$ cat config.mk
export PLATFORM = sky130hd
export DESIGN_NAME = spd_lock_slave
export DESIGN_NICKNAME = d
export VERILOG_FILES = /design/src/rtl/spd_pkg.sv /design/src/rtl/spd_bus_edges.sv /design/src/rtl/spd_regfile.sv /design/src/rtl/spd_lock_slave.sv
export SDC_FILE = /design/constraint.sdc
export NUM_CORES = 2
export LEC_CHECK = 0
export BUFFER_PORTS_ARGS = -buffer_cell sky130_fd_sc_hd__buf_4
export CORE_MARGIN = 8
export CORE_UTILIZATION = 62
export CTS_BUF_LIST = sky130_fd_sc_hd__clkbuf_2
export CTS_CLUSTER_DIAMETER = 40
export DETAILED_ROUTE_END_ITERATION = 8
export HOLD_SLACK_MARGIN = 0.03
export MAX_ROUTING_LAYER = met4
export PLACE_DENSITY_LB_ADDON = 0.08
export RECOVER_POWER = 50
export SYNTH_ARGS = -nofsm -noshare
export SYNTH_HDL_FRONTEND = slang
export SYNTH_HIERARCHICAL = 1
export SYNTH_SLANG_ARGS = --single-unit
$ cat constraint.sdc
create_clock -name clk -period 3.79 [get_ports clk]
set_input_delay 0.379 -clock clk [delete_from_list [all_inputs] [get_ports clk]]
set_output_delay 0.379 -clock clk [all_outputs]
set_load 0.02 [all_outputs]
$ cat src/rtl/spd_pkg.sv
package spd_pkg;
    typedef enum logic [3:0] {
        ST_IDLE, ST_SEL, ST_SEL_ACK, ST_ADR, ST_ADR_ACK,
        ST_WDAT, ST_WDAT_ACK, ST_CMD, ST_CMD_ACK, ST_RDAT, ST_RACK
    } spd_state_e;

    localparam logic [3:0] CODE_ARRAY = 4'b1010;
    localparam logic [3:0] CODE_LOCK  = 4'b0110;
    localparam logic [7:0] CMD_CLEAR  = 8'h00;
    localparam logic [7:0] CMD_SOFT   = 8'h01;
    localparam logic [7:0] CMD_PERM   = 8'h02;
endpackage

$ cat src/rtl/spd_bus_edges.sv
module spd_bus_edges (
    input  logic clk,
    input  logic rst_n,
    input  logic scl_i,
    input  logic sda_i,
    output logic scl_rise,
    output logic scl_fall,
    output logic bus_start,
    output logic bus_stop,
    output logic sda_s
);
    logic scl_q, scl_p, sda_q, sda_p;

    always_ff @(posedge clk) begin
        if (!rst_n) begin
            scl_q <= 1'b1;
            scl_p <= 1'b1;
            sda_q <= 1'b1;
            sda_p <= 1'b1;
        end else begin
            scl_q <= scl_i;
            scl_p <= scl_q;
            sda_q <= sda_i;
            sda_p <= sda_q;
        end
    end

    always_comb begin
        scl_rise  = scl_q & ~scl_p;
        scl_fall  = ~scl_q & scl_p;
        bus_start = scl_q & scl_p & sda_p & ~sda_q;
        bus_stop  = scl_q & scl_p & ~sda_p & sda_q;
        sda_s     = sda_q;
    end
endmodule

$ cat src/rtl/spd_regfile.sv
module spd_regfile #(
    parameter int AW = 8,
    parameter int DW = 8
) (
    input  logic          clk,
    input  logic          rst_n,
    input  logic          we,
    input  logic [AW-1:0] waddr,
    input  logic [DW-1:0] wdata,
    input  logic [AW-1:0] raddr,
    output logic [DW-1:0] rdata,
    input  logic          lock_lo,
    input  logic          wc_i
);
    localparam int DEPTH = 1 << AW;

    logic [DW-1:0] cells [DEPTH];

    always_ff @(posedge clk) begin
        if (!rst_n) begin
            for (int i = 0; i < DEPTH; i++) cells[i] <= '0;
        end else if (we) begin
            cells[waddr] <= wdata;
        end
    end

    assign rdata = cells[raddr];

    // lower half is never written while the lock is held
    assert_lo_locked_R8: assert property (@(posedge clk) disable iff (!rst_n)
        (we && !waddr[AW-1]) |-> !lock_lo);
    // no write lands while the write-control pin is high
    assert_wc_blocks_R9: assert property (@(posedge clk) disable iff (!rst_n)
        we |-> !wc_i);
endmodule

$ cat src/rtl/spd_lock_slave.sv
module spd_lock_slave
    import spd_pkg::*;
#(
    parameter int AW = 8,
    parameter int DW = 8
) (
    input  logic       clk,
    input  logic       rst_n,
    input  logic       scl_i,
    input  logic       sda_i,
    output logic       sda_oe,
    input  logic [2:0] chip_en,
    input  logic       wc_i
);
    localparam int CW = $clog2(DW + 1);

    spd_state_e    state;
    logic [CW-1:0] cnt;
    logic [DW-1:0] shreg, obuf, rdata;
    logic [AW-1:0] ptr;
    logic          rd_dir, lock_sel, mack, soft_lock, perm_lock;
    logic          scl_rise, scl_fall, bus_start, bus_stop, sda_s;
    logic          sel_hit, wr_ok, byte_done, mem_we, cmd_ok, lock_lo;

    spd_bus_edges u_edges (
        .clk(clk), .rst_n(rst_n), .scl_i(scl_i), .sda_i(sda_i),
        .scl_rise(scl_rise), .scl_fall(scl_fall),
        .bus_start(bus_start), .bus_stop(bus_stop), .sda_s(sda_s)
    );

    spd_regfile #(.AW(AW), .DW(DW)) u_mem (
        .clk(clk), .rst_n(rst_n), .we(mem_we), .waddr(ptr), .wdata(shreg),
        .raddr(ptr), .rdata(rdata), .lock_lo(lock_lo), .wc_i(wc_i)
    );

    always_comb begin
        lock_lo   = soft_lock | perm_lock;
        sel_hit   = (shreg[3:1] == chip_en);
        wr_ok     = !wc_i && (ptr[AW-1] || !lock_lo);
        byte_done = scl_fall && (cnt == CW'(DW));
        mem_we    = byte_done && (state == ST_WDAT) && wr_ok;
        unique case (shreg)
            CMD_CLEAR:         cmd_ok = !perm_lock;
            CMD_SOFT, CMD_PERM: cmd_ok = 1'b1;
            default:           cmd_ok = 1'b0;
        endcase
    end

    always_comb begin
        sda_oe = (state == ST_SEL_ACK) || (state == ST_ADR_ACK) ||
                 (state == ST_WDAT_ACK) || (state == ST_CMD_ACK) ||
                 ((state == ST_RDAT) && !obuf[DW-1]);
    end

    always_ff @(posedge clk) begin
        if (!rst_n) begin
            state     <= ST_IDLE;
            cnt       <= '0;
            shreg     <= '0;
            obuf      <= '1;
            ptr       <= '0;
            rd_dir    <= 1'b0;
            lock_sel  <= 1'b0;
            mack      <= 1'b0;
            soft_lock <= 1'b0;
            perm_lock <= 1'b0;
        end else if (bus_start) begin
            state <= ST_SEL;
            cnt   <= '0;
        end else if (bus_stop) begin
            state <= ST_IDLE;
        end else begin
            if (scl_rise && (state == ST_SEL || state == ST_ADR || state == ST_WDAT ||
                             state == ST_CMD || state == ST_RDAT)) begin
                shreg <= {shreg[DW-2:0], sda_s};
                cnt   <= cnt + 1'b1;
            end
            unique case (state)
                ST_IDLE: ;
                ST_SEL: if (byte_done) begin
                    cnt <= '0;
                    if (sel_hit && shreg[7:4] == CODE_ARRAY) begin
                        state    <= ST_SEL_ACK;
                        rd_dir   <= shreg[0];
                        lock_sel <= 1'b0;
                    end else if (sel_hit && shreg[7:4] == CODE_LOCK && !shreg[0]) begin
                        state    <= ST_SEL_ACK;
                        rd_dir   <= 1'b0;
                        lock_sel <= 1'b1;
                    end else begin
                        state <= ST_IDLE;
                    end
                end
                ST_SEL_ACK: if (scl_fall) begin
                    if (lock_sel) state <= ST_CMD;
                    else if (rd_dir) begin
                        state <= ST_RDAT;
                        obuf  <= rdata;
                        ptr   <= ptr + 1'b1;
                    end else state <= ST_ADR;
                end
                ST_ADR: if (byte_done) begin
                    cnt   <= '0;
                    ptr   <= shreg[AW-1:0];
                    state <= ST_ADR_ACK;
                end
                ST_ADR_ACK, ST_WDAT_ACK: if (scl_fall) state <= ST_WDAT;
                ST_WDAT: if (byte_done) begin
                    cnt <= '0;
                    if (wr_ok) begin
                        ptr   <= ptr + 1'b1;
                        state <= ST_WDAT_ACK;
                    end else state <= ST_IDLE;
                end
                ST_CMD: if (byte_done) begin
                    cnt <= '0;
                    if (cmd_ok) begin
                        state <= ST_CMD_ACK;
                        if (shreg == CMD_SOFT)  soft_lock <= 1'b1;
                        if (shreg == CMD_PERM)  perm_lock <= 1'b1;
                        if (shreg == CMD_CLEAR) soft_lock <= 1'b0;
                    end else state <= ST_IDLE;
                end
                ST_CMD_ACK: if (scl_fall) state <= ST_IDLE;
                ST_RDAT: if (scl_fall) begin
                    if (cnt == CW'(DW)) begin
                        cnt   <= '0;
                        obuf  <= '1;
                        state <= ST_RACK;
                    end else obuf <= {obuf[DW-2:0], 1'b1};
                end
                ST_RACK: begin
                    if (scl_rise) mack <= !sda_s;
                    if (scl_fall) begin
                        if (mack) begin
                            state <= ST_RDAT;
                            obuf  <= rdata;
                            ptr   <= ptr + 1'b1;
                        end else state <= ST_IDLE;
                    end
                end
                default: state <= ST_IDLE;
            endcase
        end
    end

    assert_start_sel_R1: assert property (@(posedge clk) disable iff (!rst_n)
        bus_start |=> (state == ST_SEL && cnt == '0));
    assert_stop_idle_R1: assert property (@(posedge clk) disable iff (!rst_n)
        (bus_stop && !bus_start) |=> (state == ST_IDLE && !sda_oe));
    assert_drive_on_fall_R3: assert property (@(posedge clk) disable iff (!rst_n)
        $rose(sda_oe) |-> $past(scl_fall));
    assert_perm_sticky_R7: assert property (@(posedge clk) disable iff (!rst_n)
        !$fell(perm_lock));
endmodule

After elaboration in Yosys (flattened, before gate mapping)
Memory sizes are Yosys's and may differ from the RTL's. A register that Yosys moved wholly into a read port is not among the register bits.
Index checks and enable logic that the tools add are counted.
- RAM bits: 2048
- ROM bits: 0
- input bits: 8
- logic and storage cells: 178
- flip-flop bits (word level): 41
- output and inout port bits: 1
- memories kept: 1
- latch bits: 0
- memory list (memory ; depth ; bits a word ; rd ports ; clocked after Yosys merged registers in ; wr ports ; RTL line ; text):
    u_mem.cells ; 256 ; 8 ; 1 ; 1 ; 256 ; spd_regfile.sv:17 ; logic [DW-1:0] cells [DEPTH];
- multiply operators: 0
- reduce and logical (&&, ||, !) cells: 45
- divide/modulo/power cells: 0
- mux-type cells: 58
- equality and inequality tests: 41
- shift-type cells: 0
- magnitude comparators: 0
- add/subtract/negate cells: 2
- bitwise gates (word level): 16
- operators with widths (cell ; number):
    $mux W8 ; 19
    $mux W4 ; 18
    $ne A4 B4 Y1 const B ; 10
    $pmux W4 S10 ; 1
    $reduce_and A11 Y1 ; 3
    $pmux W8 S4 ; 1
    $ne A2 B2 Y1 const B ; 14
    $pmux W8 S3 ; 1
    $eq A4 B3 Y1 const B ; 5
    $eq A4 B4 Y1 const B ; 5
    $mux W1 ; 13
    $reduce_and A6 Y1 ; 2
    $logic_and A1 B1 Y1 ; 9
    $logic_or A1 B1 Y1 ; 9
    $reduce_and A9 Y1 ; 1
    $add A8 B1 Y8 const B ; 1
    $eq A4 B2 Y1 const B ; 2
    $eq A8 B1 Y1 const B ; 1
    $eq A8 B2 Y1 const B ; 1
    $logic_not A8 Y1 ; 1
    $not A1 Y1 ; 8
    $pmux W4 S2 ; 1
    $reduce_or A8 Y1 ; 1
    $and A1 B1 Y1 ; 7
    19 further kinds ; 28

Logic depth before layout (Yosys ltp)
- depth in word-level cells: 10
- gate-level depth with buffers: 14
- mapped depth without buffers: 9

Cells and area by module
The synthesis kept the hierarchy.
- modules (own cells, without submodules) (module ; area each (sq um) ; seq. area each (sq um) ; instances ; cells each):
    spd_regfile ; 95835.7 ; 61499.0 ; 1 ; 6677
    spd_lock_slave ; 2178.3 ; 740.7 ; 1 ; 269
    spd_bus_edges ; 137.6 ; 80.1 ; 1 ; 12

Worst setup path before layout
OpenSTA, ideal clock, no wires.
- path type: reg-to-reg
- start: register u_edges.scl_p
- end: memory u_mem.cells[176][0], enable pin
- cell stages (with the launch flop): 10
- period minus slack after synthesis: 3277 ps
- data arrival time: 2893 ps
- setup slack: 513 ps
- data required time: 3406 ps
- setup time: 384 ps
- buffers on the path: 3
- cell sequence: dfxtp_1 nor2b_1 nand4b_1 nor4_1 and2_1 clkbuf_1 buf_1 nand3_1 buf_1 o21ai_0
- RTL lines (element ; RTL line ; text):
    from (decl) ; spd_bus_edges.sv:12 ; logic scl_q, scl_p, sda_q, sda_p;
    from (signal assigned) ; spd_bus_edges.sv:22 ; scl_p <= scl_q;
    to (decl) ; spd_regfile.sv:17 ;

==> summary.md <==
| Metric | Value |
|---|---|
| Outcome | `complete, but fails checks` |
| Failing checks | `negative setup slack` |
| Period Utilization, post-route | `1.01` |
| Setup Viol. Count Final | `3` |
| Clock power frac | `0.346` |
| Setup repair bufs after CTS | `0` |
| Syn_nets | `6968` |
| Mapped cell area | `98100 um^2` |
| Seq pwr share | `0.620` |
| H-tree levels | `6` |
| Via count | `66100` |
| Vias in the first global route | `64500` |
| Rel. slew slack | `0.146` |
| Site row count | `146` |
| I/O Buffers | `8` |
| Yosys warning total | `6` |
| Die Ht | `414 um` |
| Cts bufs inserted | `549` |
| Core Region | `158000 um^2` |
| Synth Instances | `6957` |
| Syn Area/Cell | `14.1 um^2` |
| Comb pwr share | `0.034` |
| CTS tree | `built` |
| Power Total | `43.1 mW` |
| Antenna violations before repair | `10` |
| Worst Path Required | `5.49 ns` |
| Max Slew Vio Count | `0` |
| Worst vdd ir | `351 uV` |
| Buffers & Inverters on Critical Path | `4` |
| CP Max Fanout | `22` |
| Gpl congestion | `0.922` |
| Crit path max-delay cell type | `nor4_2` |
| First-pass GRT wire length | `431000 um` |
| Drt initial violations | `9592` |
| Overall global routing resource usage | `0.352` |
| Routed Antenna Nets | `0` |
| P&R area growth vs syn | `9.56%` |
| CP delay by family, top | `buffers and inverters` |
| Largest net degree at the start of global routing | `198` |
| Sw Ratio | `0.242` |
| Multi-input combinational cell area | `32100 um^2` |
| Root Driver | `clkbuf_2` |
| Most frequent cells in the layout | `edfxtp_1 (2048), and3_1 (1645), clkbuf_2 (849)` |
| Skew-Pair Late Insertion Delay | `1.90 ns` |
| DRC viols | `0` |
| Final Hold Fails | `0` |
| Final WL | `297000 um` |
| Clock Skews | `0.142 ns` |
| Worst path cell trace | `buf_12 > buf_12 > buf_4 > mux4_2 > a22oi_1 > a21oi_1 > nor4_2 > buf_4 > nor4_2 > o221ai_1 > o211ai_1` |
| Fill count | `11300` |
| Setup WS pre-CTS | `-0.182 ns` |
| Clock slew at reported path FFs | `0.10 ns` |
| Max-cap violations | `0` |
| Sequential standard cell area | `62400 um^2` |
| Total congestion overflow | `0` |
| Fin crit period | `3.84 ns` |
| CP startpoint kind | `register` |
| Type of the tightest min-delay check | `input port to register` |
| Leak Pwr | `42.3 nW` |
| Routed len/inst | `30.3 um` |
| Fin worst setup slack | `-0.0506 ns` |
| Setup TNS Final | `-0.0808 ns` |
| IO Pins | `9` |
| Die X | `414 um` |
| P_int | `32.7 mW` |
| Clock tree buffer depth | `4` |
| Final Util | `0.681` |
| Fmax | `260 MHz` |
| Post-layout net count | `7364` |
| DRT Pass-1 Iters | `6` |
| Worst path arrival time | `5.55 ns` |
| Min Hold Slack | `0.234 ns` |
| Layout cells sized above 1 | `0.241` |
| CP Capture Type | `register` |
| Die area | `171000 um^2` |
| Initial Util | `0.622` |
| Largest stage delay, worst path | `0.71 ns` |
| DP HPWL | `186000 um` |
| DR vias/cell | `6.75` |
| Most common cell after layout, fill and taps aside | `edfxtp_1` |
| Crit Path Category | `register to register` |
| PwrDens | `401 nW/um^2` |
| Actual slew at the worst max-slew pin | `1.28 ns` |
| Sw power | `10.4 mW` |
| Clock sink total | `2089` |
[through the flow]
step                instance area, um^2  cells
detailed placement               104000   8856
finish                           108000   9797
floorplan                         98100   6957
global route                     108000   9790
global placement                 104000   8856
CTS                              108000   9780
[final cells by class]
| class | count | share of cell area |
|---|---|---|
| timing repair buffer | 703 | 0.0544 |
| inverter | 19 | 0.000710 |
| antenna | 17 | 0.000396 |
| multi-input combinational | 3991 | 0.298 |
| tap | 2072 | 0.0241 |
| sequential | 2089 | 0.580 |
| clock buffer | 778 | 0.0362 |
| clock inverter | 128 | 0.00562 |
[state kept, by name, summed over array words and instances (netlist names)]
| signal | count |
|---|---|
| ptr | 8 |
| cnt | 4 |
| u_edges/scl_q | 1 |
| obuf | 8 |
| u_mem/cells | 2048 |
| soft_lock | 1 |
| state | 4 |
| shreg | 8 |
| perm_lock | 1 |
| u_edges/scl_p | 1 |
| lock_sel | 1 |
| u_edges/sda_p | 1 |
| mack | 1 |
| u_edges/sda_s | 1 |
| rd_dir | 1 |
[final timing paths]
kind                                 start      end  slack [ns]  cells past startpoint
worst min register to register        mack     mack        0.48                      2
worst max-delay path                ptr[0]  obuf[5]       -0.05                     11
worst min-delay path            chip_en[1]   rd_dir        0.23                      8
worst max register to register      ptr[0]  obuf[5]       -0.05                     11
[layer usage]
metal	track usage	vias to the layer above	part of all wire	wire length (um)
met5	-	-	0	0
met4	0.149	0	0.046	13800
met3	0.0836	755	0.12	36300
met2	0.524	4554	0.46	136000
met1	0.471	32900	0.37	110000
li1	-	27900	-	-
[worst reg2reg max path, cell delays in order (launching register included)]
cell	delay, ns
dfxtp_4	0.41
buf_12	0.26
buf_12	0.27
buf_4	0.30
mux4_2	0.54
a22oi_1	0.34
a21oi_1	0.26
nor4_2	0.71
buf_4	0.23
nor4_2	0.04
o221ai_1	0.20
o211ai_1	0.12
[power groups by stage]
stage / clock network [mW] / logic [mW] / registers [mW]
after global placement: 0 / 1.48 / 27.2
after detailed placement: 0 / 1.50 / 27.2
after CTS: 15.1 / 1.52 / 26.7
after global routing: 16.2 / 1.54 / 26.8
after floorplan: 0 / 0.837 / 27.1
final: 14.9 / 1.47 / 26.7
[repair_timing]
| item | in CTS | in global routing |
|---|---|---|
| resized for setup | 5 | 3 |
| hold buffers | 18 | 0 |
| hold endpoints to repair | 3865 | 0 |
| setup endpoints to repair | 4 | 3 |
Note: power is estimated with default switching activity, not from simulation.
